===== src/rtl/swab_pkg.sv =====
// Shared types and constants for the autobaud single-wire transceiver.
package swab_pkg;

    // Frame layout: one start bit, eight data bits, one stop bit.
    localparam int DATA_BITS  = 8;
    localparam int FRAME_BITS = DATA_BITS + 2;
    // Index of the stop bit inside a frame (start bit is index 0).
    localparam int STOP_IDX   = FRAME_BITS - 1;

    // Bit-period learning states.
    typedef enum logic [1:0] {
        AB_WAIT = 2'd0,   // line idle, waiting for the first low level
        AB_MEAS = 2'd1,   // counting the low interval
        AB_LOCK = 2'd2    // period learned, held until reset
    } ab_state_t;

    // Receiver states.
    typedef enum logic [1:0] {
        RX_IDLE      = 2'd0, // waiting for a start bit
        RX_FRAME     = 2'd1, // sampling bits of a frame
        RX_WAIT_HIGH = 2'd2  // after a bad stop bit, wait for the line to rise
    } rx_state_t;

endpackage


===== src/rtl/swab_sync.sv =====
// Synchronizer for the asynchronous line level.
// Assumes: the line idles high, so every stage resets to 1.
// The number of stages is a parameter; one stage is allowed but not advised.
module swab_sync #(
    parameter int STAGES = 2
) (
    input  logic clk,
    input  logic rst_n,
    input  logic d,
    output logic q
);

    logic [STAGES-1:0] ff;

    generate
        if (STAGES == 1) begin : g_single
            // Capture the line in a single flop.
            always_ff @(posedge clk) begin
                if (!rst_n) ff <= 1'b1;
                else        ff <= d;
            end
        end else begin : g_chain
            // Shift the line level through the flop chain.
            always_ff @(posedge clk) begin
                if (!rst_n) ff <= '1;
                else        ff <= {ff[STAGES-2:0], d};
            end
        end
    endgenerate

    assign q = ff[STAGES-1];

endmodule


===== src/rtl/swab_baud_meas.sv =====
// Bit-period learner.
// It measures the first low interval of the synchronized line in clocks.
// An interval of at least MIN_LOW clocks is taken as eight bit times, and
// the period (interval / 8) is kept until reset. Shorter intervals are
// discarded and measurement starts over.
// Assumes: MIN_LOW >= 32, so the learned period is at least 4 clocks.
module swab_baud_meas
    import swab_pkg::*;
#(
    parameter int CNT_W   = 20,
    parameter int MIN_LOW = 32
) (
    input  logic             clk,
    input  logic             rst_n,
    input  logic             line_s,
    output logic             locked,
    output logic [CNT_W-4:0] period
);

    localparam logic [CNT_W-1:0] CNT_MAX = '1;
    localparam logic [CNT_W-1:0] CNT_MIN = CNT_W'(MIN_LOW);

    ab_state_t        st;
    logic [CNT_W-1:0] cnt;

    // Count the low interval and latch the period when the line rises.
    always_ff @(posedge clk) begin
        if (!rst_n) begin
            st     <= AB_WAIT;
            cnt    <= '0;
            period <= '0;
        end else begin
            case (st)
                AB_WAIT: begin
                    if (!line_s) begin
                        st  <= AB_MEAS;
                        cnt <= CNT_W'(1);
                    end
                end
                AB_MEAS: begin
                    if (!line_s) begin
                        if (cnt != CNT_MAX) cnt <= cnt + 1'b1;
                    end else if (cnt >= CNT_MIN) begin
                        period <= cnt[CNT_W-1:3];
                        st     <= AB_LOCK;
                    end else begin
                        st <= AB_WAIT;
                    end
                end
                AB_LOCK: st <= AB_LOCK;
                default: st <= AB_WAIT;
            endcase
        end
    end

    assign locked = (st == AB_LOCK);

endmodule


===== src/rtl/swab_rx.sv =====
// Frame receiver.
// After a start edge it samples the synchronized line in the middle of
// each bit. It shifts data in LSB first and checks the stop bit. A good
// frame gives a one-cycle rx_valid; a low stop bit gives a one-cycle
// rx_err and a wait for the line to rise.
// Assumes: period >= 4 clocks and is stable while enable is 1.
module swab_rx
    import swab_pkg::*;
#(
    parameter int PER_W = 17
) (
    input  logic             clk,
    input  logic             rst_n,
    input  logic             line_s,
    input  logic             enable,
    input  logic             ignore,
    input  logic [PER_W-1:0] period,
    output logic [7:0]       rx_data,
    output logic             rx_valid,
    output logic             rx_err,
    output logic             rx_idle
);

    rx_state_t        st;
    logic [PER_W-1:0] tmr;
    logic [3:0]       idx;
    logic [7:0]       sh;

    // Detect the start edge, time each mid-bit sample, and assemble the byte.
    always_ff @(posedge clk) begin
        if (!rst_n) begin
            st       <= RX_IDLE;
            tmr      <= '0;
            idx      <= '0;
            sh       <= '0;
            rx_data  <= '0;
            rx_valid <= 1'b0;
            rx_err   <= 1'b0;
        end else begin
            rx_valid <= 1'b0;
            rx_err   <= 1'b0;
            case (st)
                RX_IDLE: begin
                    if (enable && !ignore && !line_s) begin
                        st  <= RX_FRAME;
                        tmr <= (period >> 1) - 1'b1;
                        idx <= '0;
                    end
                end
                RX_FRAME: begin
                    if (tmr != '0) begin
                        tmr <= tmr - 1'b1;
                    end else begin
                        tmr <= period - 1'b1;
                        idx <= idx + 4'd1;
                        if (idx == 4'd0) begin
                            if (line_s) st <= RX_IDLE;   // noise, not a start bit
                        end else if (idx <= 4'(DATA_BITS)) begin
                            sh <= {line_s, sh[7:1]};
                        end else if (line_s) begin
                            rx_valid <= 1'b1;
                            rx_data  <= sh;
                            st       <= RX_IDLE;
                        end else begin
                            rx_err <= 1'b1;
                            st     <= RX_WAIT_HIGH;
                        end
                    end
                end
                RX_WAIT_HIGH: begin
                    if (line_s) st <= RX_IDLE;
                end
                default: st <= RX_IDLE;
            endcase
        end
    end

    assign rx_idle = (st == RX_IDLE);

endmodule


===== src/rtl/swab_tx.sv =====
// Frame transmitter.
// It sends start, eight data bits LSB first, and stop, each for one bit
// period. The line is only pulled low (pull = 1 for a 0 bit) and released
// otherwise.
// Assumes: period >= 1 and stays stable during a frame.
module swab_tx
    import swab_pkg::*;
#(
    parameter int PER_W = 17
) (
    input  logic             clk,
    input  logic             rst_n,
    input  logic [PER_W-1:0] period,
    input  logic             start,
    input  logic [7:0]       data,
    output logic             pull,
    output logic             busy
);

    logic [PER_W-1:0] tmr;
    logic [3:0]       idx;
    logic [8:0]       sh;

    // Load a byte on start, then step through the frame bits one period each.
    always_ff @(posedge clk) begin
        if (!rst_n) begin
            pull <= 1'b0;
            busy <= 1'b0;
            tmr  <= '0;
            idx  <= '0;
            sh   <= '0;
        end else if (!busy) begin
            if (start) begin
                busy <= 1'b1;
                pull <= 1'b1;
                tmr  <= period - 1'b1;
                idx  <= '0;
                sh   <= {1'b1, data};
            end
        end else if (tmr != '0) begin
            tmr <= tmr - 1'b1;
        end else if (idx == 4'(STOP_IDX)) begin
            busy <= 1'b0;
            pull <= 1'b0;
        end else begin
            idx  <= idx + 4'd1;
            pull <= ~sh[0];
            sh   <= {1'b1, sh[8:1]};
            tmr  <= period - 1'b1;
        end
    end

endmodule


===== src/rtl/swab_xcvr.sv =====
// Autobaud single-wire transceiver, top level.
// It synchronizes the line, learns the bit period from the first 80H
// character, and then receives and transmits 8N1 frames half duplex on
// one open-drain line. Transmit is gated by the receiver being idle. The
// receiver is muted while transmitting.
// Assumes: an external pull-up on the line, MIN_LOW >= 32.
module swab_xcvr #(
    parameter int CNT_W       = 20,
    parameter int MIN_LOW     = 32,
    parameter int SYNC_STAGES = 2
) (
    input  logic       clk,
    input  logic       rst_n,
    input  logic       line_in,
    output logic       line_pull,
    input  logic [7:0] tx_data,
    input  logic       tx_valid,
    output logic       tx_ready,
    output logic [7:0] rx_data,
    output logic       rx_valid,
    output logic       rx_frame_err,
    output logic       baud_locked
);

    localparam int PER_W = CNT_W - 3;

    logic             line_s;
    logic [PER_W-1:0] bit_period;
    logic             tx_busy;
    logic             rx_idle;
    logic             tx_go;

    swab_sync #(.STAGES(SYNC_STAGES)) u_sync (
        .clk   (clk),
        .rst_n (rst_n),
        .d     (line_in),
        .q     (line_s)
    );

    swab_baud_meas #(.CNT_W(CNT_W), .MIN_LOW(MIN_LOW)) u_meas (
        .clk    (clk),
        .rst_n  (rst_n),
        .line_s (line_s),
        .locked (baud_locked),
        .period (bit_period)
    );

    swab_rx #(.PER_W(PER_W)) u_rx (
        .clk      (clk),
        .rst_n    (rst_n),
        .line_s   (line_s),
        .enable   (baud_locked),
        .ignore   (tx_busy),
        .period   (bit_period),
        .rx_data  (rx_data),
        .rx_valid (rx_valid),
        .rx_err   (rx_frame_err),
        .rx_idle  (rx_idle)
    );

    // Accept a byte only when locked, idle on both directions.
    assign tx_ready = baud_locked && !tx_busy && rx_idle;
    assign tx_go    = tx_valid && tx_ready;

    swab_tx #(.PER_W(PER_W)) u_tx (
        .clk    (clk),
        .rst_n  (rst_n),
        .period (bit_period),
        .start  (tx_go),
        .data   (tx_data),
        .pull   (line_pull),
        .busy   (tx_busy)
    );

endmodule


===== config.mk =====
export PLATFORM = sky130hd
export DESIGN_NAME = swab_xcvr
export DESIGN_NICKNAME = d
export VERILOG_FILES = /design/src/rtl/swab_pkg.sv /design/src/rtl/swab_sync.sv /design/src/rtl/swab_baud_meas.sv /design/src/rtl/swab_rx.sv /design/src/rtl/swab_tx.sv /design/src/rtl/swab_xcvr.sv
export SDC_FILE = /design/constraint.sdc
export NUM_CORES = 1
export LEC_CHECK = 0
export BUFFER_PORTS_ARGS = -buffer_cell sky130_fd_sc_hd__buf_2
export CORE_ASPECT_RATIO = 0.8
export CORE_UTILIZATION = 36
export CTS_BUF_LIST = sky130_fd_sc_hd__clkbuf_2 sky130_fd_sc_hd__clkbuf_4 sky130_fd_sc_hd__clkbuf_8
export DETAILED_ROUTE_END_ITERATION = 6
export GPL_TIMING_DRIVEN = 0
export PLACE_DENSITY = 0.61
export SLEW_MARGIN = 20
export SYNTH_ARGS = -nofsm -noshare
export SYNTH_HDL_FRONTEND = slang
export SYNTH_HIERARCHICAL = 1
export SYNTH_SLANG_ARGS = --single-unit

===== constraint.sdc =====
create_clock -name clk -period 5.2 [get_ports clk]
set_input_delay 0.26 -clock clk [delete_from_list [all_inputs] [get_ports clk]]
set_output_delay 0.26 -clock clk [all_outputs]
set_load 0.1 [all_outputs]

-- Word-level counts from Yosys, hierarchy flattened
Index checks and enable logic that the tools add are counted.
- reductions and logical operators: 26
- add/subtract/negate cells: 7
- equal/unequal tests: 16
- bitwise operators: 6
- magnitude comparators: 2
- multiplexer cells: 43
- operators by type and width (kind ; number):
    17-bit two-way mux ; 6
    20-bit two-way mux ; 3
    17-bit by 1-bit subtractor with 17-bit output (second input constant) ; 3
    20-bit one-hot mux with 2 select lines ; 1
    9-bit two-way mux ; 4
    17-bit one-hot mux with 2 select lines ; 1
    17-bit nonzero test ; 2
    4-bit two-way mux ; 6
    20-bit by 1-bit adder with 20-bit output (second input constant) ; 1
    20-bit by 6-bit >= comparator with 1-bit output (second input constant) ; 1
    20-bit != test (second input constant) ; 1
    2-bit two-way mux ; 9
    16-bit by 1-bit subtractor with 17-bit output (second input constant) ; 1
    2-bit != test (second input constant) ; 6
    2-bit one-hot mux with 3 select lines ; 2
    3-bit AND reduction ; 4
    1-bit two-way mux ; 10
    4-bit by 1-bit adder with 4-bit output (second input constant) ; 2
    4-bit one-hot mux with 2 select lines ; 1
    2-bit AND reduction ; 4
    4-bit AND reduction ; 2
    1-bit NOT ; 6
    2-bit nonzero test ; 3
    5-bit AND reduction ; 1
    12 further kinds ; 20
- logic and storage cells: 116
- bits of input ports: 12
- bits in registers: 114
- output and inout port bits: 13

-- Longest topological paths before layout
Gate-level depths: netlist (run 1).
- depth after elaboration: 6
- depth in mapped cells: 12
- gate-level depth less buffers: 9

-- By module
Netlist (run 1), hierarchy kept.
- by module, submodules not included (module ; sequential area each (um2) ; area an instance (um2) ; cells an instance ; times used):
    swab_rx ; 820.8 ; 2333.5 ; 276 ; 1
    swab_tx ; 640.6 ; 2015.7 ; 237 ; 1
    swab_baud_meas ; 780.7 ; 1906.8 ; 200 ; 1
    swab_sync ; 40.0 ; 52.6 ; 4 ; 1
    swab_xcvr ; 0.0 ; 20.0 ; 2 ; 1

-- Least setup slack after synthesis (run 1)
No wires, ideal clock.
- kind: register -> register
- start point: reg u_meas.st[0]
- end point: reg u_rx.tmr[15]
- required time: 5.121 ns
- path slack: 2.624 ns
- cell stages (with the launch flop): 11
- clock period less this slack: 2.576 ns
- buffers on the path: 1
- arrival time: 2.497 ns
- setup time: 0.079 ns
- cell sequence: dfxtp_1 -> buf_2 -> nand2b_1 -> inv_1 -> nor3b_1 -> nor2_1 -> nor2_1 -> nand2_1 -> nor2_1 -> or4b_1 -> o211ai_1
- cells in the longest elaborated chain, start to end: 5
- ends and longest elaborated chain (element ; line ; source):
    start: declaration ; swab_baud_meas.sv:23 ; ab_state_t st;
    start signal: assignment ; swab_baud_meas.sv:29 ; st <= AB_WAIT;
    start signal: assignment ; swab_baud_meas.sv:36 ; st <= AB_MEAS;
    start signal: assignment ; swab_baud_meas.sv:45 ; st <= AB_LOCK;
    2-bit equality test ; swab_baud_meas.sv:56 ; assign locked = (st == AB_LOCK);
    named net baud_locked ; swab_xcvr.sv:22 ; output logic baud_locked
    1-bit logical AND (2 in series) ; swab_rx.sv:44 ; if (enable && !ignore && !line_s) begin
    2-bit by 1-bit != test with 1-bit output (no line) ; - ;
    2-bit AND reduction (no line) ; - ;
    end signal: assignment ; swab_rx.sv:46 ; tmr <= (period >> 1) - 1'b1;
    end signal: assignment ; swab_rx.sv:52 ; tmr <= tmr - 1'b1;
    end signal: assignment ; swab_rx.sv:54 ; tmr <= period - 1'b1;
    end: declaration ; swab_rx.sv:25 ; logic [PER_W-1:0] tmr;
The timed path passes the listed nets, and every way through them passes these cells.
A chain may end at the register's enable or synchronous reset.

-- Worst setup path in the final report (run 1)
- start point: reg u_rx.tmr[10]
- end point: reg u_rx.tmr[12]
- cells in the longest elaborated chain, start to end: 3
- elaborated cells on any way between the ends: 4
- classes of those cells: add/sub (1); mux (2); reduce/logical (1)
- ends and longest elaborated chain (element ; line ; source):
    17-bit by 1-bit subtractor with 17-bit output or 17-bit nonzero test (tied branches) ; swab_rx.sv:52, swab_rx.sv:51 ;
    17-bit two-way mux (*) ; swab_rx.sv:51 ; if (tmr != '0) begin
    17-bit one-hot mux with 2 select lines (*) ; swab_rx.sv:42 ; case (st)
Mark *: on every way between the ends. The rest lies on a longest branch, timed or not.

==> flow_metrics.env, run 1 <==
export IMPL_topRoutingLayerUsed="met4"
export IMPL_grt_max_degree=17
export IMPL_critPathMaxFanout=10
export IMPL_area_growth_pct=12.6
export IMPL_final_common_cell="dfxtp_1"
export IMPL_synth_ff_type="dfxtp_1"
export IMPL_seqCellArea_um2=2280
export IMPL_ios=25
export IMPL_wl_met3_um=822
export IMPL_ys_seq_elements=114
export IMPL_final_cell_mix="dfxtp_1 (114), nor2_1 (77), nand2_1 (64)"
export IMPL_netlist_area_um2=6330
export IMPL_first_pass_iters=5
export IMPL_crit_type="register to register"
export IMPL_overflow=0
export IMPL_hold_viol_final=0
export IMPL_synth_seq_area_share_pct=36.1
export IMPL_worst_skew_pair_late_latency_ns=0.45
export IMPL_skew_ns=0.00769
export IMPL_synth_edf_count=0
export IMPL_port_buffers=24
export IMPL_dpl_instance_area_um2=6720
export IMPL_cts_buffers=17
export IMPL_vias=5388
export IMPL_timing_rr_start="u_rx/tmr[10]"
export IMPL_setup_viol=0
export IMPL_ys_types=85
export IMPL_first_global_vias=4848
export IMPL_post_cts_buffers=0
export IMPL_start_util_pct=37.5
export IMPL_dieArea_um2=18100
export IMPL_wl_met2_um=6660
export IMPL_nets=785
export IMPL_multi_input_area_um2=3750
export IMPL_tns_ns=0
export IMPL_power_density_nw_per_um2=351
export IMPL_viasPerCell=5.42
export IMPL_antenna_found_initial=0
export IMPL_synthCells=719
export IMPL_clk_path_buf_depth=2
export IMPL_syn_num_nets=741
export IMPL_rsz0062_at_grt="no"
export IMPL_track_usage_pct=19.0
export IMPL_core_um2=16900
export IMPL_place_hpwl_um=11600
export IMPL_hold_ws_ns=0.161
export IMPL_period_share_pct=51.9
export IMPL_routed_wl_um=16200
export IMPL_worstHoldPathType="primary input to register"
export IMPL_ir_drop_v=0.000180
export IMPL_relSlewSlack_pct=55.0
export IMPL_diodes=0
export IMPL_cp_required_ns=5.51
export IMPL_cts_resized=0
export IMPL_slew_violations=0
export IMPL_crit_path_end_kind="register"
export IMPL_cp_arrival_ns=3.01
export IMPL_grt_pass1_wl_um=26400
export IMPL_p_leak_nw=3.17
export IMPL_final_util_pct=42.2
export IMPL_drt_iter0_markers=398
export IMPL_fill_cells=1674
export IMPL_hold_path_startpoint="tx_data[1]"
export IMPL_die_h_um=121
export IMPL_crit_start="u_rx/tmr[10]"
export IMPL_start_kind="register"
export IMPL_dieWidth_um=150
export IMPL_p_total_mw=2.50
export IMPL_cts_sinks=114
export IMPL_cts_hold_buffers=1
export IMPL_clk_pin_slew_ns=0.07
export IMPL_drive_above_1_share_pct=14.7
export IMPL_place_gp_congestion=0.893
export IMPL_synthArstFlopShare_pct=0
export IMPL_maxCapViolCount=0
export IMPL_cts_tree="yes"
export IMPL_avgSynthCellArea_um2=8.80
export IMPL_outcome="finished clean"
export IMPL_design_area_um2=7120
export IMPL_drtAntennaViolNets=0
export IMPL_max_freq_mhz=371
export IMPL_rows=42
export IMPL_met1_length_um=8490
export IMPL_tightestPinTransition_ns=0.676
export IMPL_wire_per_inst_um=16.3
export IMPL_min_period_ns=2.70
export IMPL_htreeDepth=4
export IMPL_drc=0
export IMPL_cts_root_buf="clkbuf_8"
export IMPL_ys_warnings_count=6
-- synthesized netlist by cell type, types with 3 or more instances --
library cell,count,area [µm²]
nor4_4,4,85.1
o22ai_1,3,18.8
o2bb2ai_1,3,26.3
buf_6,6,67.6
nand4b_1,4,35.0
or4_1,3,22.5
a21o_1,3,22.5
nand2b_1,9,56.3
nor2_1,77,289
a21oi_1,29,145
o31a_1,3,26.3
a31oi_1,13,81.3
inv_1,16,60.1
nand2_1,64,240
ha_1,10,125
o41ai_1,4,35.0
buf_2,13,65.1
and3_1,4,25.0
nor2b_1,17,106
or2_2,4,25.0
nor4_1,9,56.3
nand3_1,23,115
nor3_1,15,75.1
xnor2_1,25,219
o211a_1,9,90.1
xor2_1,12,105
or3_1,8,50.1
clkbuf_1,17,63.8
o211ai_1,6,45.0
dfxtp_1,114,2280
and2_1,4,25.0
a21boi_0,4,30.0
a211oi_1,9,67.6
mux2i_1,55,551
o21a_1,7,52.6
a41o_1,3,30.0
nand4_1,16,100
o21ai_1,8,40.0
o21ai_0,22,110
nor3_2,4,40.0
-- final cells by class --
type,count,area share [%]
timing repair buffer,25,1.83
multi-input combinational,549,52.7
sequential,114,32.0
tap,220,3.86
buffer,39,3.25
clock inverter,9,1.51
inverter,17,0.896
clock buffer,21,3.97
-- power breakdown --
part / switching, mW / internal, mW / total (mW)
Combinational: 0.402 / 0.240 / 0.641
Sequential: 0.0736 / 0.945 / 1.02
Clock: 0.377 / 0.461 / 0.838
Total: 0.852 / 1.65 / 2.50
-- kinds of logic after synthesis --
family / after synthesis / synth area share, %
flip-flops: 114 / 36.1
AND/OR/NAND/NOR: 293 / 25.6
XOR/XNOR: 37 / 5.12
buffers and inverters: 56 / 4.67
multiplexers: 56 / 8.94
AO/OA/AOI/OAI: 153 / 17.7
adder cells (fa/ha/maj): 10 / 1.98
-- through the flow --
stage	setup slack [ns]	instances
after CTS	2.54	994
after floorplan	2.62	719
after global routing	2.26	994
after detailed placement	2.56	963
final	2.50	994
after global placement	2.53	963
-- sequential cells by signal, summed over array words and instances (netlist names), 2 cells and up --
signal	cells
u_rx/st	2
u_tx/idx	4
u_rx/tmr	17
u_tx/sh	9
u_rx/rx_data	8
u_sync/ff	2
u_tx/tmr	17
u_rx/idx	4
u_meas/cnt	20
u_meas/st	2
u_meas/period	17
u_rx/sh	8
-- critical path: stages (launching register included) --
cell and delay, ns:
dfxtp_1 0.33, nor4_1 0.40, nand4_1 0.19, buf_2 0.23
o21ai_1 0.39, inv_1 0.08, ha_1 0.23, and3b_1 0.18
buf_2 0.17, nand4b_1 0.12, xor2_1 0.16, a21oi_1 0.08
-- metal layers --
metal	GRT usage (%)	vias to the layer above
met3	4.42	15
met2	25.4	130
met1	29.1	2544
met4	6.25	0
li1	-	2699
met5	0	-
-- worst paths after layout --
path                   to  slack [ns]  cells past startpoint
max          u_rx/tmr[12]        2.50                     11
min            u_tx/sh[1]        0.16                      4
max reg2reg  u_rx/tmr[12]        2.50                     11
min reg2reg  u_sync/ff[1]        0.41                      1
No activity file was read; power rests on OpenSTA's default activity.
==> run 2, diff against run 1 <==
--- a/config.mk
+++ b/config.mk
@@ -11,7 +11,7 @@
 export CTS_BUF_LIST = sky130_fd_sc_hd__clkbuf_2 sky130_fd_sc_hd__clkbuf_4 sky130_fd_sc_hd__clkbuf_8
 export DETAILED_ROUTE_END_ITERATION = 6
 export GPL_TIMING_DRIVEN = 0
-export PLACE_DENSITY = 0.61
+export PLACE_DENSITY = 0.63
 export SLEW_MARGIN = 20
 export SYNTH_ARGS = -nofsm -noshare
 export SYNTH_HDL_FRONTEND = slang
==> constraint.sdc (replaced) <==
create_clock -name clk -period 2.3 [get_ports clk]
set_input_delay 0.115 -clock clk [delete_from_list [all_inputs] [get_ports clk]]
set_output_delay 0.115 -clock clk [all_outputs]
set_load 0.1 [all_outputs]
==> flow_metrics.env, run 2 (same netlist as run 1, synthesis figures left out) <==
export IMPL_tightestPinTransition_ns=0.662
export IMPL_drc=0
export IMPL_path_cells="nor4_4 > buf_4 > buf_4 > nand4_1 > o21ai_1 > nor4_4 > nand2_2 > or4_1 > o211ai_1"
export IMPL_cp_arrival_ns=2.66
export IMPL_dp_cells=963
export IMPL_place_gp_congestion=0.887
export IMPL_cts_sinks=114
export IMPL_critPathSlowestCell="or4_1"
export IMPL_worst_skew_pair_late_latency_ns=0.46
export IMPL_core_um2=16900
export IMPL_p_leak_nw=3.42
export IMPL_critPathMaxFanout=5
export IMPL_period_share_pct=99.3
export IMPL_first_global_vias=5279
export IMPL_fill_cells=1603
export IMPL_crit_path_end_kind="register"
export IMPL_overflow=0
export IMPL_start_kind="register"
export IMPL_ios=25
export IMPL_drive_above_1_share_pct=24.3
export IMPL_rsz0062_at_grt="yes"
export IMPL_cts_root_buf="clkbuf_8"
export IMPL_p_total_mw=5.85
export IMPL_grt_max_degree=17
export IMPL_setup_viol=0
export IMPL_design_area_um2=7710
export IMPL_multi_input_area_um2=3960
export IMPL_drtAntennaViolNets=0
export IMPL_maxCapViolCount=0
export IMPL_drt_iter0_markers=414
export IMPL_path_buf_inv=2
export IMPL_viasPerCell=5.56
export IMPL_nets=825
export IMPL_clk_pin_slew_ns=0.09
export IMPL_slowest_delay_ns=0.53
export IMPL_port_buffers=24
export IMPL_rows=42
export IMPL_slew_violations=0
export IMPL_final_cell_mix="dfxtp_1 (101), nor2_1 (74), nand2_1 (61)"
export IMPL_hold_viol_final=0
export IMPL_dieWidth_um=150
export IMPL_diodes=0
export IMPL_wire_per_inst_um=16.4
export IMPL_worstHoldPathType="primary input to register"
export IMPL_first_pass_iters=5
export IMPL_regMostFlops="u_meas/cnt"
export IMPL_dpl_instance_area_um2=6740
export IMPL_cp_top_family="simple AND/OR/NAND/NOR gates"
export IMPL_antenna_found_initial=0
export IMPL_hold_ws_ns=0.0117
export IMPL_final_cells=1036
export IMPL_grt_pass1_wl_um=27300
export IMPL_start_util_pct=37.5
export IMPL_cts_tree="yes"
export IMPL_cts_buffers=17
export IMPL_htreeDepth=4
export IMPL_dieArea_um2=18100
export IMPL_outcome="finished clean"
export IMPL_skew_ns=0.0170
export IMPL_crit_type="register to register"
export IMPL_max_freq_mhz=438
export IMPL_power_density_nw_per_um2=759
export IMPL_relSlewSlack_pct=55.8
export IMPL_routed_wl_um=17000
export IMPL_vias=5763
export IMPL_seqCellArea_um2=2310
export IMPL_min_period_ns=2.28
export IMPL_place_hpwl_um=11500
export IMPL_track_usage_pct=19.3
export IMPL_clk_path_buf_depth=2
export IMPL_largest_register_ffs=20
export IMPL_die_h_um=121
export IMPL_ir_drop_v=0.000402
export IMPL_cp_required_ns=2.68
export IMPL_final_common_cell="dfxtp_1"
export IMPL_area_growth_pct=21.8
[run 2: cell count changes in the layout (fill, tap and decap cells not counted), moves of 5 or more]
cell and change:
dfxtp_1 -13, clkinv_4 +5, inv_6 +7, dfxtp_2 +9, dlygate4sd3_1 +5, buf_4 +35
[run 2: cell type report]
class                   instances  share of cell area, %
inverters                      17                  0.877
plain buffers                  37                   3.20
well taps                     220                   3.57
clock inverters                15                   1.88
multi-input cells             549                   51.4
clock buffers                  17                   3.04
flip-flops and latches        114                   30.0
repair buffers                 67                   6.09
[run 2: per-layer routing]
layer  track usage [%]  part of all wire, %
met4              5.93                  1.0
met3              4.34                  4.4
met2              27.8                   43
met1              28.3                   51
met5                 0                    0
[run 2: final timing paths]
kind / to / from / depth (start not counted) / slack [ns]
max reg2reg: u_rx/tmr[16] / u_rx/tmr[6] / 9 / 0.02
min: u_tx/sh[2] / tx_data[2] / 4 / 0.01
max: u_rx/tmr[16] / u_rx/tmr[6] / 9 / 0.02
min reg2reg: u_sync/ff[1] / u_sync/ff[0] / 1 / 0.41
[run 2: repair_timing]
| action | CTS | global route |
|---|---|---|
| endpoints found under the setup margin | 54 | 56 |
| setup buffers | 20 | 16 |
| pin swaps | 14 | 23 |
| endpoints found under the hold margin | 6 | 0 |
| hold buffers | 6 | 0 |
| gates resized for setup | 39 | 40 |
| cloned | 0 | 1 |
[run 2: stage by stage]
step	TNS (ns)	util, %	worst slack (ns)
after floorplan	0	-	0.00811
after global placement	-10.47	40.0	-0.334
after detailed placement	-11.07	40.0	-0.357
after CTS	-0.104	44.3	-0.0592
after global routing	-1.09	45.7	-0.0848
final	0	45.7	0.0161
[run 2: tightest hold or removal path, stage by stage]
cell and delay (ns):
buf_2 0.07, mux2i_1 0.05, nand2_1 0.07, o211a_1 0.14
[run 2: power breakdown]
part / internal (mW) / leakage (nW) / total [mW] / switching [mW]
clock: 0.878 / 0.196 / 1.83 / 0.948
combinational: 0.717 / 2.29 / 1.72 / 1.00
sequential: 2.14 / 0.928 / 2.31 / 0.171
total: 3.73 / 3.42 / 5.85 / 2.12
